`config.mk`:
```
export PLATFORM = sky130hd
export DESIGN_NAME = fifo_ctrl_dual
export DESIGN_NICKNAME = d
export VERILOG_FILES = /design/src/rtl/fctl_pkg.sv /design/src/rtl/fctl_host_decode.sv /design/src/rtl/fctl_enable_track.sv /design/src/rtl/fctl_local_status.sv /design/src/rtl/fifo_ctrl_dual.sv
export SDC_FILE = /design/constraint.sdc
export NUM_CORES = 1
export LEC_CHECK = 0
export BUFFER_PORTS_ARGS = -buffer_cell sky130_fd_sc_hd__buf_2
export CAP_MARGIN = 20
export CORE_MARGIN = 10
export CORE_UTILIZATION = 40
export CTS_BUF_LIST = sky130_fd_sc_hd__clkbuf_2
export DETAILED_ROUTE_END_ITERATION = 12
export GPL_TIMING_DRIVEN = 0
export PLACE_DENSITY_LB_ADDON = 0.08
export SYNTH_ARGS = -nofsm -noshare
export SYNTH_HDL_FRONTEND = slang
export SYNTH_SLANG_ARGS = --single-unit
```
`constraint.sdc`:
```
create_clock -name clk -period 1.1 [get_ports clk]
set_input_delay 0.165 -clock clk [delete_from_list [all_inputs] [get_ports clk]]
set_output_delay 0.165 -clock clk [all_outputs]
set_load 0.1 [all_outputs]
```
`src/rtl/fctl_pkg.sv`:
```
package fctl_pkg;
  localparam int unsigned CTRL_W   = 8;
  localparam int unsigned TRIG_W   = 2;
  localparam int unsigned LEVEL_W  = 4;
  localparam int unsigned B_EN     = 0;
  localparam int unsigned B_RXRST  = 1;
  localparam int unsigned B_TXRST  = 2;
  localparam int unsigned B_DMA    = 3;
  localparam int unsigned B_OVR    = 4;
  localparam int unsigned B_CHG    = 5;
  localparam int unsigned B_TRIG   = 6;

  typedef logic [TRIG_W-1:0] trig_code_t;

  typedef struct packed {
    logic any_wr;
    logic rx_rst;
    logic tx_rst;
  } host_req_t;

  // Trigger code to byte count
  function automatic logic [LEVEL_W-1:0] trig_bytes(input trig_code_t code);
    logic [LEVEL_W-1:0] lvl;
    case (code)
      2'b00:   lvl = LEVEL_W'(1);
      2'b01:   lvl = LEVEL_W'(4);
      2'b10:   lvl = LEVEL_W'(8);
      default: lvl = LEVEL_W'(14);
    endcase
    return lvl;
  endfunction
endpackage

```
`src/rtl/fctl_host_decode.sv`:
```
module fctl_host_decode
  import fctl_pkg::*;
(
  input  logic              clk,
  input  logic              rst_n,
  input  logic              host_wr,
  input  logic [CTRL_W-1:0] host_wdata,
  output logic              host_en_next,
  output logic              dma_q,
  output trig_code_t        trig_q,
  output host_req_t         req
);
  logic host_en_q;
  logic field_wr;
  logic unused_rsvd;

  // bits 5:4 carry no meaning on the host side
  assign unused_rsvd = ^host_wdata[B_CHG:B_OVR];

  // other fields are programmed only together with the enable bit
  assign field_wr     = host_wr && host_wdata[B_EN];
  assign host_en_next = host_wr ? host_wdata[B_EN] : host_en_q;

  assign req.any_wr = host_wr;
  assign req.rx_rst = field_wr && host_wdata[B_RXRST];
  assign req.tx_rst = field_wr && host_wdata[B_TXRST];

  always_ff @(posedge clk or negedge rst_n) begin
    if (!rst_n) begin
      host_en_q <= 1'b0;
      dma_q     <= 1'b0;
      trig_q    <= '0;
    end else begin
      host_en_q <= host_en_next;
      if (field_wr) begin
        dma_q  <= host_wdata[B_DMA];
        trig_q <= host_wdata[B_TRIG +: TRIG_W];
      end
    end
  end

  AST_DISABLED_WRITE_KEEPS_FIELDS: assert property (@(posedge clk) disable iff (!rst_n)
    $past(host_wr && !host_wdata[B_EN]) |-> ($stable(trig_q) && $stable(dma_q)));
endmodule

```
`src/rtl/fctl_enable_track.sv`:
```
module fctl_enable_track (
  input  logic clk,
  input  logic rst_n,
  input  logic host_en_next,
  input  logic force_off,
  input  logic rx_req,
  input  logic tx_req,
  output logic fifo_en_o,
  output logic rx_flush_o,
  output logic tx_flush_o,
  output logic flush_all_o
);
  logic eff_next;
  logic toggle;

  assign eff_next = host_en_next && !force_off;
  assign toggle   = eff_next ^ fifo_en_o;

  always_ff @(posedge clk or negedge rst_n) begin
    if (!rst_n) begin
      fifo_en_o   <= 1'b0;
      rx_flush_o  <= 1'b0;
      tx_flush_o  <= 1'b0;
      flush_all_o <= 1'b0;
    end else begin
      fifo_en_o   <= eff_next;
      flush_all_o <= toggle;
      rx_flush_o  <= rx_req || toggle;
      tx_flush_o  <= tx_req || toggle;
    end
  end

  AST_FLUSH_ON_TOGGLE: assert property (@(posedge clk) disable iff (!rst_n)
    (fifo_en_o != $past(fifo_en_o)) |-> (flush_all_o && rx_flush_o && tx_flush_o));
  AST_FORCE_OFF_WINS: assert property (@(posedge clk) disable iff (!rst_n)
    $past(force_off) |-> !fifo_en_o);
  AST_RX_PULSE_HAS_CAUSE: assert property (@(posedge clk) disable iff (!rst_n)
    (rx_flush_o && !flush_all_o) |-> $past(rx_req));
  AST_TX_PULSE_HAS_CAUSE: assert property (@(posedge clk) disable iff (!rst_n)
    (tx_flush_o && !flush_all_o) |-> $past(tx_req));
endmodule

```
`src/rtl/fctl_local_status.sv`:
```
module fctl_local_status (
  input  logic clk,
  input  logic rst_n,
  input  logic loc_rd,
  input  logic any_wr,
  input  logic rx_req,
  input  logic tx_req,
  input  logic tx_overrun,
  output logic rx_shadow,
  output logic tx_shadow,
  output logic chg_flag,
  output logic ovr_flag,
  output logic loc_irq
);
  // sticky: a set in the read cycle survives the clear
  function automatic logic sticky(input logic cur, input logic set, input logic clr);
    return set || (cur && !clr);
  endfunction

  always_ff @(posedge clk or negedge rst_n) begin
    if (!rst_n) begin
      rx_shadow <= 1'b0;
      tx_shadow <= 1'b0;
      chg_flag  <= 1'b0;
      ovr_flag  <= 1'b0;
    end else begin
      rx_shadow <= sticky(rx_shadow, rx_req, loc_rd);
      tx_shadow <= sticky(tx_shadow, tx_req, loc_rd);
      chg_flag  <= sticky(chg_flag, any_wr, loc_rd);
      ovr_flag  <= sticky(ovr_flag, tx_overrun, loc_rd);
    end
  end

  assign loc_irq = chg_flag || ovr_flag;

  AST_RX_SHADOW_READ_CLEARS: assert property (@(posedge clk) disable iff (!rst_n)
    $fell(rx_shadow) |-> $past(loc_rd));
  AST_TX_SHADOW_READ_CLEARS: assert property (@(posedge clk) disable iff (!rst_n)
    $fell(tx_shadow) |-> $past(loc_rd));
  AST_OVR_SET_WINS: assert property (@(posedge clk) disable iff (!rst_n)
    $past(tx_overrun) |-> ovr_flag);
  AST_IRQ_HELD_UNTIL_READ: assert property (@(posedge clk) disable iff (!rst_n)
    $fell(loc_irq) |-> $past(loc_rd));
endmodule

```
`src/rtl/fifo_ctrl_dual.sv`:
```
module fifo_ctrl_dual
  import fctl_pkg::*;
(
  input  logic               clk,
  input  logic               rst_n,
  input  logic               host_wr,
  input  logic [CTRL_W-1:0]  host_wdata,
  input  logic               loc_rd,
  input  logic               loc_force_off,
  input  logic               tx_overrun,
  output logic [CTRL_W-1:0]  loc_rdata,
  output logic               fifo_en_o,
  output logic               dma_mode1_o,
  output logic [LEVEL_W-1:0] rx_trig_bytes_o,
  output logic               rx_flush_o,
  output logic               tx_flush_o,
  output logic               flush_all_o,
  output logic               loc_irq_o
);
  logic       host_en_next;
  logic       dma_q;
  trig_code_t trig_q;
  host_req_t  req;
  logic       rx_shadow, tx_shadow, chg_flag, ovr_flag;

  fctl_host_decode u_dec (
    .clk          (clk),
    .rst_n        (rst_n),
    .host_wr      (host_wr),
    .host_wdata   (host_wdata),
    .host_en_next (host_en_next),
    .dma_q        (dma_q),
    .trig_q       (trig_q),
    .req          (req)
  );

  fctl_enable_track u_en (
    .clk          (clk),
    .rst_n        (rst_n),
    .host_en_next (host_en_next),
    .force_off    (loc_force_off),
    .rx_req       (req.rx_rst),
    .tx_req       (req.tx_rst),
    .fifo_en_o    (fifo_en_o),
    .rx_flush_o   (rx_flush_o),
    .tx_flush_o   (tx_flush_o),
    .flush_all_o  (flush_all_o)
  );

  fctl_local_status u_loc (
    .clk        (clk),
    .rst_n      (rst_n),
    .loc_rd     (loc_rd),
    .any_wr     (req.any_wr),
    .rx_req     (req.rx_rst),
    .tx_req     (req.tx_rst),
    .tx_overrun (tx_overrun),
    .rx_shadow  (rx_shadow),
    .tx_shadow  (tx_shadow),
    .chg_flag   (chg_flag),
    .ovr_flag   (ovr_flag),
    .loc_irq    (loc_irq_o)
  );

  assign dma_mode1_o     = dma_q && fifo_en_o;
  assign rx_trig_bytes_o = trig_bytes(trig_q);

  always_comb begin
    loc_rdata                      = '0;
    loc_rdata[B_EN]                = fifo_en_o;
    loc_rdata[B_RXRST]             = rx_shadow;
    loc_rdata[B_TXRST]             = tx_shadow;
    loc_rdata[B_DMA]               = dma_q;
    loc_rdata[B_OVR]               = ovr_flag;
    loc_rdata[B_CHG]               = chg_flag;
    loc_rdata[B_TRIG +: TRIG_W]    = trig_q;
  end

  AST_TRIG_LEVEL_LEGAL: assert property (@(posedge clk) disable iff (!rst_n)
    (rx_trig_bytes_o == 4'd1) || (rx_trig_bytes_o == 4'd4) ||
    (rx_trig_bytes_o == 4'd8) || (rx_trig_bytes_o == 4'd14));
  AST_DMA_FOLLOWS_STORED_BIT: assert property (@(posedge clk) disable iff (!rst_n)
    dma_mode1_o |-> loc_rdata[B_DMA]);
endmodule

```
[Word-level counts from Yosys, hierarchy flattened]
Cells that the tools add are included.
Storage, ports and cells
  flip-flop bits (word level): 12
  input bits: 14
  output and inout port bits: 18
  logic and storage cells: 35
Operators by class
  eq/ne operators: 2
  mux-type cells: 2
  bitwise logic cells: 1
  reduce and logical (&&, ||, !) cells: 19
Operators by type and width (number)
  $pmux 4 s3: 1
  $logic_and 1x1->1: 9
  $logic_or 1x1->1: 7
  $eq 2x1->1 const B: 1
  $eq 2x2->1 const B: 1
  $logic_not 1->1: 2
  $logic_not 2->1: 1
  $mux 1: 1
  $xor 1x1->1: 1

[Logic depth before layout (Yosys ltp)]
Gate-level depths: netlist of the first run.
  depth after elaboration: 4
  mapped depth: 4
  gate-level depth less buffers: 3

[Cells and area by module]
A second synthesis of the first run with hierarchy kept.
Second synthesis, totals
  cell total of the unflattened synthesis: 47
  area, all modules: 573.0 µm²
Modules (own cells, without submodules)
  fctl_host_decode: times used 1, cells each 13, area each 182.7 µm², sequential area each 100.1 µm²
  fctl_enable_track: times used 1, cells each 13, area each 181.4 µm², sequential area each 100.1 µm²
  fctl_local_status: times used 1, cells each 10, area each 140.1 µm², sequential area each 100.1 µm²
  fifo_ctrl_dual: times used 1, cells each 11, area each 68.8 µm², sequential area each 0.0 µm²

[Least setup slack after synthesis of the first run]
OpenSTA, ideal clock, no wires.
  kind: register -> output
  start: register u_dec.trig_q[1]
  end: output rx_trig_bytes_o[0]
  arrival: 2170 ps
  required time: 935 ps
  slack: -1235 ps
  cell stages (with the launch flop): 2
  path buffers: 0
  cells stage by stage: dfrtp_1 nor2_1
On the way
  cells in the longest elaborated chain, start to end: 2
RTL lines
  from (decl): line fctl_host_decode.sv:10  | output trig_code_t trig_q,
  from (signal assigned): line fctl_host_decode.sv:37  | trig_q <= host_wdata[B_TRIG +: TRIG_W];
  $eq 2x2->1, or another cell as far along: line fctl_pkg.sv:24  | case (code)
  $pmux 4 s3 *: line fctl_pkg.sv:24
  to (decl): line fifo_ctrl_dual.sv:14  | output logic [LEVEL_W-1:0] rx_trig_bytes_o,
Every way passes the cells marked *; elsewhere a longest branch is shown, timed or not.

[Worst setup path after layout of the first run]
  start: register u_loc.chg_flag
  end: output loc_irq_o
On the way
  cells in the longest elaborated chain, start to end: 1
RTL lines
  from (decl): line fctl_local_status.sv:11  | output logic chg_flag,
  from (signal assigned): line fctl_local_status.sv:29  | chg_flag <= sticky(chg_flag, any_wr, loc_rd);
  $logic_or 1x1->1: line fctl_local_status.sv:34  | assign loc_irq = chg_flag || ovr_flag;
  to (decl): line fifo_ctrl_dual.sv:18  | output logic loc_irq_o
Every way passes these cells.

==> results of run 1 <==
==> timing repair <==
item	CTS	global route
pin swaps	3	1
endpoints found under the setup margin	18	19
hold buffers	1	0
endpoints found under the hold margin	12	0
setup buffers	4	2
resized for setup	63	6
==> worst max-delay path, delay by kind of cell (launching register included) <==
| family | cells | cell delay [ns] |
|---|---|---|
| flip-flops | 1 | 0.43 |
| buffers and inverters | 1 | 0.16 |
| AND/OR/NAND/NOR | 1 | 0.27 |
==> final timing paths <==
path / start / endpoint / slack (ns) / cells after the start
min: tx_overrun / u_loc.ovr_flag$_DFF_PN0_ / 0.07 / 2
min reg2reg: u_loc.ovr_flag$_DFF_PN0_ / u_loc.ovr_flag$_DFF_PN0_ / 0.56 / 1
max: u_loc.chg_flag$_DFF_PN0_ / loc_irq_o / -0.19 / 2
max reg2reg: u_en.fifo_en_o$_DFF_PN0_ / u_en.rx_flush_o$_DFF_PN0_ / 0 / 4
max in group asynchronous: rst_n / u_dec.trig_q[0]$_DFFE_PN0N_ / 0.55 / 2
min in group asynchronous: rst_n / u_dec.host_en_q$_DFF_PN0_ / 0.31 / 2
==> cell families after synthesis <==
family / after synthesis / synth area share [%]
AO/OA/AOI/OAI: 8 / 11.61
XOR/XNOR: 1 / 1.563
buffers and inverters: 10 / 12.05
flip-flops: 12 / 53.57
multiplexers: 4 / 8.704
AND/OR/NAND/NOR: 12 / 12.50
==> area by class of cell <==
| cell class | count | area share (%) |
|---|---|---|
| inverter | 1 | 0.3472 |
| multi-input combinational | 25 | 20.14 |
| timing repair buffer | 35 | 40.05 |
| buffer | 6 | 7.176 |
| clock buffer | 3 | 1.389 |
| clock inverter | 1 | 0.3472 |
| sequential | 12 | 28.82 |
| tap | 15 | 1.736 |
==> stage by stage <==
stage | area (sq um) | utilization [%] | TNS, ns | total power [W]
floorplan | 623.1 | - | -0.4979 | 0.001265
global placement | 782.0 | 59.35 | -0.3075 | 0.001383
detailed placement | 782.0 | 59.35 | -0.3554 | 0.001390
CTS | 1055 | 80.06 | -1.755 | 0.001863
global route | 1081 | 82.05 | -2.548 | 0.001957
finish | 1081 | 82.05 | -1.597 | 0.001875
==> metal layers <==
layer | part of all wire (%) | vias up | GRT usage [%]
li1 | - | 221 | -
met1 | 36 | 222 | 9.500
met2 | 56 | 16 | 15.80
met3 | 7.0 | 2 | 4.204
met4 | 0.41 | 0 | 5.034
met5 | 0 | - | 0
==> power breakdown <==
part	switching [W]	internal [W]	leakage (nW)	total [W]
clock	0.000149	0.0000790	0.0140	0.000228
sequential	0.0000551	0.000499	0.140	0.000554
combinational	0.000690	0.000403	0.367	0.00109
total	0.000893	0.000981	0.522	0.00187
==> synthesized netlist by cell type (all sizes together) <==
cell type  number  area, sq um
inv             1        3.750
buf             7        56.30
and2            4        25.02
a22oi           1        12.51
dfrtp          12        300.3
o21ai           2        10.01
nor2b           2        20.02
o21bai          1        7.510
a32o            2        20.02
clkbuf          2        7.510
mux2            4        48.79
nor2            2        7.510
xor2            1        8.760
nand2           3        11.26
or2             1        6.260
a21o            2        15.01
==> qor.yml, run 1 <==
cts_sinks: 12
root_buffer: "clkbuf_2"
power.leakage_nw: 0.5218
synthesis.nets: 61
grt_pass1_wl_um: 2428
cts_tree: "yes"
critPathLaunchType: "flip-flop"
crit_chain: "or2_4 > buf_12"
htree_levels: 1
diodes: 0
grt_overflow_total: 0
clkTransAtPathRegs_ns: 0.13
vias: 461
core_area_sq_mm: 0.001318
synth_warnings: 0
dp_slack_ns: -0.08197
numCtsBuffers: 3
antenna_found_initial: 0
cap_violations: 0
fp.dieH_um: 57.44
setup_viol: 13
io_pins: 32
drc: 0
layout-drive-gt1-share_pct: 69.88
syn_inst: 47
final_cells: 98
grt_pass1_vias: 497
skew_ns: 0.01028
grt.total_usage_pct: 9.404
clock_path_buffers: 2
portBuffers: 28
layout_setup_ws_ns: -0.1913
slowest_delay_ns: 0.43
synth_seq_cells: 12
place_inst: 90
status: "finished, violations left"
wl_um: 1481
largest_reg_flops: 2
fmax_ghz: 0.7744
syn_area_sq_um: 560.5
ir_worst_vdd_mv: 1.020
areaGrowthSynthToFinish_pct: 92.86
worst_ep_required_time_ns: 0.94
register_area_sq_um: 311.5
final_net_count: 98
mostFrequentLayoutCell: "buf_12"
routabilityCongestion: 0.6606
fillerInstances: 78
relSlewSlack_pct: 82.02
min_path_type: "primary input to flip-flop"
crit_type: "flip-flop to output port"
dr.pass1.iters: 4
synth.lib_cells_used.distinct: 19
final_cell_mix: "13 x buf_12, 10 x buf_2, 9 x dfrtp_1, 8 x buf_6, 5 x buf_4"
synth-seq-area-share_pct: 53.57
fin_hold_ws_ns: 0.07356
grt_max_degree: 13
path_max_fanout: 3
fin_crit_sh_pct: 117.4
p_per_area_mw_per_mm2: 1734
fp.dieW_um: 57.44
vias_per_cell: 4.704
avgSynthCellArea_sq_um: 11.93
initial_core_util_pct: 42.55
crit_path_end_kind: "output port"
violations: "negative setup slack"
rows: 13
hold_violations: 0
dp_hpwl_um: 1048
dieArea_sq_mm: 0.003299
rsz0062_at_grt: "true"
multi_input_area_sq_um: 217.7
drv_slew: 0
finalCriticalPeriod_ns: 1.291
top_register: "u_dec.trig_q"
drt_iter0_drc: 8
cp.arrival_ns: 1.13
antenna_left: 0
worst_pin_slew_ns: 0.2697
critPathSlowestCell: "dfrtp_1"
drt-wirelength-per-cell_um: 15.11
clk_latency_ns: 0.27
Note: power is estimated with default switching activity, not from simulation.
==> run 2, diff against run 1 <==
Settings changed: BUFFER_PORTS_ARGS -buffer_cell sky130_fd_sc_hd__buf_2 to not set, CTS_CLUSTER_SIZE set to 24, DONT_BUFFER_PORTS set to 1.
==> run 2 against run 1 <==
The flow still finishes with violations (negative setup slack). Clock power shrank 5%. Setup slack got worse by 0.34 ns. Flip-flop and latch count unchanged. Design area is 30% lower. Final cell count is 29% lower. Register-to-register slack lost 0.06 ns. Wire length fell by 16%. Count of clock-buffer cells in the layout unchanged. Power shrank 16%. Sequential share of layout area grew 14 points. Die area unchanged. Critical path type unchanged. Critical endpoint is now rx_trig_bytes_o[0]. Largest cell class is now registers. Largest power group is now sequential cells.
==> qor.yml, run 2 (synthesis gave the netlist of run 1 again) <==
fp.dieW_um: 57.44  # unchanged
vias: 356  # -23%
relSlewSlack_pct: 58.95  # -23 points
path_max_fanout: 5  # +2
fin_crit_sh_pct: 148.5  # +31 points
numCtsBuffers: 3  # unchanged
place_inst: 62  # -31%
status: "finished, violations left"
htree_levels: 1  # unchanged
clkTransAtPathRegs_ns: 0.12  # about the same
antenna_left: 0  # unchanged
portBuffers: 0  # -100%
crit_path_end_kind: "output port"
grt_pass1_vias: 425  # -14%
violations: "negative setup slack"
slowest_delay_ns: 0.65  # +0.22 ns
largest_reg_flops: 2  # unchanged
rsz0062_at_grt: "true"
clock_path_buffers: 2  # unchanged
critical_path_buf_inv_count: 0  # -1
final_cells: 70  # -29%
wl_met3_um: 148  # +42%
initial_core_util_pct: 42.55  # unchanged
areaGrowthSynthToFinish_pct: 35.94
rows: 13  # unchanged
setup_viol: 10  # -3
clk_latency_ns: 0.25  # -0.02 ns
fp.dieH_um: 57.44  # unchanged
critical_path.top_delay_family: "flip-flops"
critPathSlowestCell: "dfrtp_4"
worst_pin_slew_ns: 0.6143  # +0.3446 ns
dr.pass1.iters: 3  # -1
core_area_sq_mm: 0.001318  # unchanged
p_per_area_mw_per_mm2: 2064  # +19%
diodes: 0  # unchanged
drt-wirelength-per-cell_um: 17.81  # +18%
routabilityCongestion: 0.6868  # +4.0%
grt_pass1_wl_um: 2063  # -15%
wl_um: 1247  # -16%
top_layer_used: "met3"
layout_setup_ws_ns: -0.5340  # -0.3428 ns
io_pins: 32  # unchanged
ir_worst_vdd_mv: 0.9905  # -2.9%
vias_per_cell: 5.086  # +8.1%
antenna_found_initial: 0  # unchanged
dp_hpwl_um: 1028  # -1.9%
skew_ns: 0.005719  # -0.004559 ns
fmax_ghz: 0.6120  # -21%
drv_slew: 0  # unchanged
crit_chain: "nor2_4"
crit_type: "flip-flop to output port"
top_register: "u_dec.trig_q"
min_path_type: "primary input to flip-flop"
root_buffer: "clkbuf_2"
cts_sinks: 12  # unchanged
grt_max_degree: 13  # unchanged
critPathLaunchType: "flip-flop"
dieArea_sq_mm: 0.003299  # unchanged
wl_met2_um: 703  # -16%
layout-drive-gt1-share_pct: 58.18  # -12 points
fin_hold_ws_ns: 0.05010  # -0.02347 ns
finalCriticalPeriod_ns: 1.634  # +0.3428 ns
wl_met1_um: 395  # -26%
grt_overflow_total: 0  # unchanged
hold_violations: 0  # unchanged
cap_violations: 0  # unchanged
drc: 0  # unchanged
final_net_count: 70  # -29%
final_cell_mix: "6 x dfrtp_1, 6 x dfrtp_4"
drt_iter0_drc: 6  # -2
cts_tree: "yes"
worst_ep_required_time_ns: 0.94  # about the same
cp.arrival_ns: 1.47  # +0.34 ns
grt.total_usage_pct: 7.869  # -1.5 points
power.leakage_nw: 0.3375  # -35%
## run 2: cell count changes in the layout (fill, tap and decap cells not counted), sizes merged
cell and change:
dlygate4sd3 +2, buf -30
## run 2: per-stage QoR
stage	setup slack (ns)	total power, W	TNS (ns)	instance area, sq um	utilization (%)
after floorplan	-0.2236	0.001265	-0.4979	623.1	-
after global placement	-0.2419	0.001292	-0.6260	641.9	48.72
after detailed placement	-0.2425	0.001299	-0.6928	641.9	48.72
after CTS	-0.5536	0.001566	-2.711	735.7	55.84
after global routing	-0.5878	0.001628	-3.169	762.0	57.83
final	-0.5340	0.001572	-2.577	762.0	57.83
## run 2: layout make-up
cell class                      instances  area, sq um
Timing Repair Buffer                    4        37.54
Fill cell                             103        555.5
Tap cell                               15        18.77
Inverter                                1        3.754
Clock inverter                          1        3.754
Sequential cell                        12        322.8
Multi-Input combinational cell         25        226.5
Clock buffer                            3        15.01
Buffer                                  9        133.9
## run 2: per-layer routing
layer  up-vias  track usage (%)
li1        164                -
met1       178            7.528
met2        14            13.34
met3         0            4.204
met4         0            4.027
met5         -                0
## run 2: what timing repair did
item                                   4_1_cts  5_1_grt
hold buffers                                 3        0
pin swaps                                    4        3
gates resized for setup                     13        6
setup endpoints to repair                   17       15
endpoints found under the hold margin       14        0
setup buffers                                1        0
gates cloned                                 0        0
## run 2: final timing paths
| kind | startpoint | end | slack [ns] | cells after the start |
|---|---|---|---|---|
| max | u_dec.trig_q[0]$_DFFE_PN0N_ | rx_trig_bytes_o[0] | -0.53 | 1 |
| min | host_wdata[6] | u_dec.trig_q[0]$_DFFE_PN0N_ | 0.05 | 1 |
| max reg2reg | u_en.fifo_en_o$_DFF_PN0_ | u_en.tx_flush_o$_DFF_PN0_ | -0.06 | 3 |
| min reg2reg | u_loc.rx_shadow$_DFF_PN0_ | u_loc.rx_shadow$_DFF_PN0_ | 0.51 | 1 |
| max in group asynchronous | rst_n | u_en.tx_flush_o$_DFF_PN0_ | 0.37 | 1 |
| min in group asynchronous | rst_n | u_en.flush_all_o$_DFF_PN0_ | 0.32 | 1 |
## run 2: power breakdown
part,internal [W],total (W),switching (W)
clock,0.0000790,0.000216,0.000137
combinational,0.000166,0.000570,0.000404
sequential,0.000508,0.000786,0.000279
total,0.000753,0.00157,0.000820
